<file path="config.mk">
export PLATFORM = sky130hd
export DESIGN_NAME = subpage_wr_guard
export DESIGN_NICKNAME = d
export VERILOG_FILES = /design/src/rtl/subpage_pkg.sv /design/src/rtl/sp_route.sv /design/src/rtl/sp_vec_eval.sv /design/src/rtl/subpage_wr_guard.sv
export SDC_FILE = /design/constraint.sdc
export NUM_CORES = 1
export LEC_CHECK = 0
export ABC_CLOCK_PERIOD_IN_PS = 1900
export BUFFER_PORTS_ARGS = -buffer_cell sky130_fd_sc_hd__clkbuf_2
export CORE_AREA = 3 3 86 88
export DETAILED_ROUTE_END_ITERATION = 6
export DIE_AREA = 0 0 89 91
export PLACE_DENSITY = 0.8
export SKIP_CTS_REPAIR_TIMING = 1
export SYNTH_ARGS = -nofsm -noshare
export SYNTH_HDL_FRONTEND = slang
export SYNTH_SLANG_ARGS = --single-unit
</file>
<file path="constraint.sdc">
create_clock -name clk -period 1.9 [get_ports clk]
set_input_delay 0.19 -clock clk [delete_from_list [all_inputs] [get_ports clk]]
set_output_delay 0.19 -clock clk [all_outputs]
set_load 0.02 [all_outputs]
</file>
<file path="src/rtl/subpage_pkg.sv">
package subpage_pkg;

    localparam int LEAF_W = 64;
    localparam int SP_BIT = 61;
    localparam int WR_BIT = 1;

    typedef enum logic {
        ST_IDLE,
        ST_WALK
    } guard_st_e;

    typedef enum logic [1:0] {
        RT_LEAF,
        RT_PASS,
        RT_WALK
    } route_e;

    typedef struct packed {
        logic allow;
        logic viol;
        logic fault;
        logic miss;
    } verdict_t;

    function automatic verdict_t verdict_none();
        verdict_t v;
        v = '0;
        return v;
    endfunction

    function automatic verdict_t verdict_fault(input logic is_miss);
        verdict_t v;
        v = '0;
        v.fault = 1'b1;
        v.miss  = is_miss;
        return v;
    endfunction

endpackage

</file>
<file path="src/rtl/sp_route.sv">
module sp_route
    import subpage_pkg::*;
(
    input  logic   ctrl_en,
    input  logic   leaf_sp,
    input  logic   leaf_wr,
    output route_e route
);
    always_comb begin
        if (!(ctrl_en && leaf_sp)) begin
            route = RT_LEAF;
        end else if (leaf_wr) begin
            route = RT_PASS;
        end else begin
            route = RT_WALK;
        end
    end
endmodule

</file>
<file path="src/rtl/sp_vec_eval.sv">
module sp_vec_eval
    import subpage_pkg::*;
#(
    parameter int NSUB  = 32,
    localparam int IDX_W = $clog2(NSUB),
    localparam int VEC_W = 2 * NSUB
) (
    input  logic [VEC_W-1:0] vec,
    input  logic [IDX_W-1:0] idx,
    input  logic             miss,
    input  logic             misconf,
    output verdict_t         verdict
);
    logic [NSUB-1:0] perm;
    logic [NSUB-1:0] rsv;

    for (genvar k = 0; k < NSUB; k++) begin : g_split
        assign perm[k] = vec[2*k];
        assign rsv[k]  = vec[2*k+1];
    end

    always_comb begin
        verdict = verdict_none();
        if (misconf) begin
            verdict = verdict_fault(1'b0);
        end else if (miss) begin
            verdict = verdict_fault(1'b1);
        end else if (|rsv) begin
            verdict = verdict_fault(1'b0);
        end else if (perm[idx]) begin
            verdict.allow = 1'b1;
        end else begin
            verdict.viol = 1'b1;
        end
    end
endmodule

</file>
<file path="src/rtl/subpage_wr_guard.sv">
module subpage_wr_guard
    import subpage_pkg::*;
#(
    parameter int ADDR_W     = 48,
    parameter int PAGE_SHIFT = 12,
    parameter int SUB_SHIFT  = 7,
    localparam int IDX_W  = PAGE_SHIFT - SUB_SHIFT,
    localparam int NSUB   = 1 << IDX_W,
    localparam int VEC_W  = 2 * NSUB,
    localparam int PAGE_W = ADDR_W - PAGE_SHIFT
) (
    input  logic              clk,
    input  logic              rst,
    input  logic              ctrl_en,
    input  logic              req_valid,
    input  logic [ADDR_W-1:0] req_addr,
    input  logic [LEAF_W-1:0] req_leaf,
    output logic              walk_req,
    output logic [PAGE_W-1:0] walk_page,
    input  logic              walk_gnt,
    input  logic [VEC_W-1:0]  walk_vec,
    input  logic              walk_miss,
    input  logic              walk_misconf,
    output logic              dec_allow,
    output logic              dec_viol,
    output logic              dec_fault,
    output logic              dec_fault_miss
);
    guard_st_e        st_q, st_d;
    verdict_t         out_q, out_d;
    verdict_t         walk_v;
    route_e           route;
    logic [IDX_W-1:0] idx_q;
    logic [PAGE_W-1:0] page_q;
    logic             accept_walk;
    logic             unused_leaf_bits;

    assign unused_leaf_bits = ^{req_leaf, req_addr[SUB_SHIFT-1:0]};

    sp_route u_route (
        .ctrl_en (ctrl_en),
        .leaf_sp (req_leaf[SP_BIT]),
        .leaf_wr (req_leaf[WR_BIT]),
        .route   (route)
    );

    sp_vec_eval #(.NSUB(NSUB)) u_eval (
        .vec     (walk_vec),
        .idx     (idx_q),
        .miss    (walk_miss),
        .misconf (walk_misconf),
        .verdict (walk_v)
    );

    assign accept_walk = (st_q == ST_IDLE) && req_valid && (route == RT_WALK);

    always_comb begin
        st_d  = st_q;
        out_d = verdict_none();
        case (st_q)
            ST_IDLE: begin
                if (req_valid) begin
                    case (route)
                        RT_LEAF: begin
                            out_d.allow = req_leaf[WR_BIT];
                            out_d.viol  = !req_leaf[WR_BIT];
                        end
                        RT_PASS: out_d.allow = 1'b1;
                        default: st_d = ST_WALK;
                    endcase
                end
            end
            default: begin
                if (walk_gnt) begin
                    out_d = walk_v;
                    st_d  = ST_IDLE;
                end
            end
        endcase
    end

    always_ff @(posedge clk) begin
        if (rst) begin
            st_q   <= ST_IDLE;
            out_q  <= verdict_none();
            idx_q  <= '0;
            page_q <= '0;
        end else begin
            st_q  <= st_d;
            out_q <= out_d;
            if (accept_walk) begin
                idx_q  <= req_addr[PAGE_SHIFT-1:SUB_SHIFT];
                page_q <= req_addr[ADDR_W-1:PAGE_SHIFT];
            end
        end
    end

    assign walk_req       = (st_q == ST_WALK);
    assign walk_page      = page_q;
    assign dec_allow      = out_q.allow;
    assign dec_viol       = out_q.viol;
    assign dec_fault      = out_q.fault;
    assign dec_fault_miss = out_q.miss;

endmodule

</file>
==> impl_metrics.toml <==
[final_layout]
postLayoutCoreUtil_pct = 43.6
final_area_sq_um = 2930
area_growth_syn_to_layout_pct = 47.3
stdcell_count = 483
diodes = 0
fin_nets = 585
drive_gt1_share_pct = 42.4
n_fill_cell = 671

[detailed_routing]
wirelength_um = 6000
viasPerCell = 4.76
drt_pass1_iterations = 6
drc_errors = 0
vias = 2299
postRouteAntennaNets = 0
avgRoutedWirePerCell_um = 12.4
drt_first_iter_violations = 66

[die]
start_util_pct = 29.6
fp.dieW_um = 89
coreArea_sq_um = 6720
die_area_sq_um = 8100
rows = 30
fp.dieH_um = 91
ioPinCount = 224

[worst_setup_path]
crit_start = "idx_q[1]"
reg2regPathDepth = 5
cp-start-kind = "flip-flop"
path_class = "flip-flop to flip-flop"
worstPathArrival_ns = 1.87
end_kind = "flip-flop"
cp.required_ns = 2.13
path_max_fanout = 13
reg2reg_from = "idx_q[1]"

[placed_design]
dp_hpwl_um = 4720
pre_cts_ws_ns = 0.295
gp_congestion = 0.769
dpl_cell_area_sq_um = 2820
io_buffers = 154
dp_cells = 475

[synth]
ys_types = 30
ys_seq_elements = 46
synth_area_sq_um = 1990
seq_area_frac_synth_pct = 46.3
synth_edf_count = 0
async_flop_share_pct = 0
netlist_instances = 251
syn_area_per_cell_sq_um = 7.92
ys.warnings.count = 0
syn_nets = 434
synth_top_flop_cell = "dfxtp_1"

[hold_path]
min-delay-start = "walk_misconf"
hold_depth = 2
worstHoldPathType = "input pin to flip-flop"

[grt]
grt_antenna_before_repair = 0
grt_usage_pct = 14.1
grt_overflow_total = 0
grt_pass1_vias = 2264
grt_start_max_net_pins = 44
grt_pass1_wl_um = 9260

[sta]
period_share_pct = 85.9
slew_headroom_pct = 70.4
worst-slew-pin-transition_ns = 0.443
timing.fmax_mhz = 613
setup_tns_ns = 0
setup_violations = 0
slew_violations = 0
finalHoldViolCount = 0
finalCriticalPeriod_ns = 1.63
fin_skew_ns = 0.00650
fin_ws_ns = 0.267
grt_setup_unrepaired = "false"

[clock_network]
insertion_delay_ns = 0.29
root_buffer = "clkbuf_8"
clk_pin_slew_ns = 0.09
cts_buffer_depth = 2
clock-sinks = 46
cts_inserted_buffers = 5
cts_max_level = 2
cts_tree = "built"

[run_status]
status = "finished, final reports clean"

[flow_run]
drv_cap = 0

[power_and_ir_drop]
p_per_area_nw_per_um2 = 672
peakVddDrop_mv = 0.373
p_leak_nw = 1.33
[path summary, 6_finish.rpt]
check / slack [ns] / end
max: 0.27 / dec_viol
min: 0.07 / dec_fault_miss
max reg2reg: 0.27 / dec_viol
min reg2reg: 0.46 / walk_page[35]
[layout by cell type (no fill, tap or decap), types with 2 or more instances in the layout]
cell / instances
clkbuf_2: 154
nand2_1: 91
a21oi_1: 46
dfxtp_1: 46
mux2i_1: 16
nor4_1: 7
buf_4: 6
clkbuf_8: 5
a22oi_1: 4
nand2b_1: 3
nor2_1: 3
nand3_1: 2
clkinv_2: 2
[cells in the mapped netlist, drive strengths merged (2+ instances only)]
cell | n | area [sq um]
nor2 | 3 | 11.3
clkbuf | 9 | 33.8
nand2 | 91 | 342
a21oi | 46 | 230
nand2b | 3 | 18.8
nor4 | 8 | 56.3
dfxtp | 46 | 921
mux2i | 16 | 160
nand3 | 2 | 10.0
a22oi | 4 | 30.0
buf | 7 | 56.3
[per-stage QoR]
step	total power, W	hold WS (ns)
3_3_place_gp	0.00127	0.380
4_1_cts	0.00200	0.0611
2_1_floorplan	0.00112	0.266
3_5_place_dp	0.00127	0.385
6_report	0.00197	0.0734
5_1_grt	0.00207	0.0716
[layer usage]
layer | track usage, % | routed length, um
met1 | 14.8 | 2420
met2 | 26.3 | 2930
met3 | 4.08 | 600
met4 | 4.09 | 55
met5 | 0 | 0
[area by class of cell]
class                   count  area, sq um  area share [%]
clock inverters             3         40.0            1.37
repair buffers            160          816            27.9
clock buffers               5         68.8            2.35
flip-flops and latches     46          921            31.5
well taps                  80          100            3.42
multi-input cells         188          978            33.4
inverters                   1         3.75           0.128
[worst max-delay path, cell delays in order, from the launching register on]
cell and delay, ns:
dfxtp_1 0.40, buf_4 0.26, mux2i_1 0.28, a211oi_1 0.13
a311oi_2 0.32, a32o_1 0.20
[flip-flops by register name, summed over array words and instances, names as in the netlist]
| signal | cells |
|---|---|
| walk_page | 36 |
| idx_q | 5 |
| dec_allow | 1 |
| dec_fault | 1 |
| dec_fault_miss | 1 |
| dec_viol | 1 |
| walk_req | 1 |
[power by group]
part	internal, W	total (W)	leakage [nW]	switching [W]
combinational	0.000131	0.000254	0.897	0.000123
sequential	0.000984	0.000995	0.372	0.0000115
clock	0.000388	0.000718	0.0579	0.000330
total	0.00150	0.00197	1.33	0.000465
[kinds of logic (layout without fill, tap and decap cells)]
logic type / Yosys count / after routing / share of synthesized area [%]
AOI/OAI and AO/OA: 54 / 54 / 15.0
buffers and inverters: 17 / 169 / 4.72
DFF: 46 / 46 / 46.3
muxes: 16 / 16 / 8.06
and+or+nand+nor: 118 / 118 / 25.9
Power figures use the tool's default switching activity.
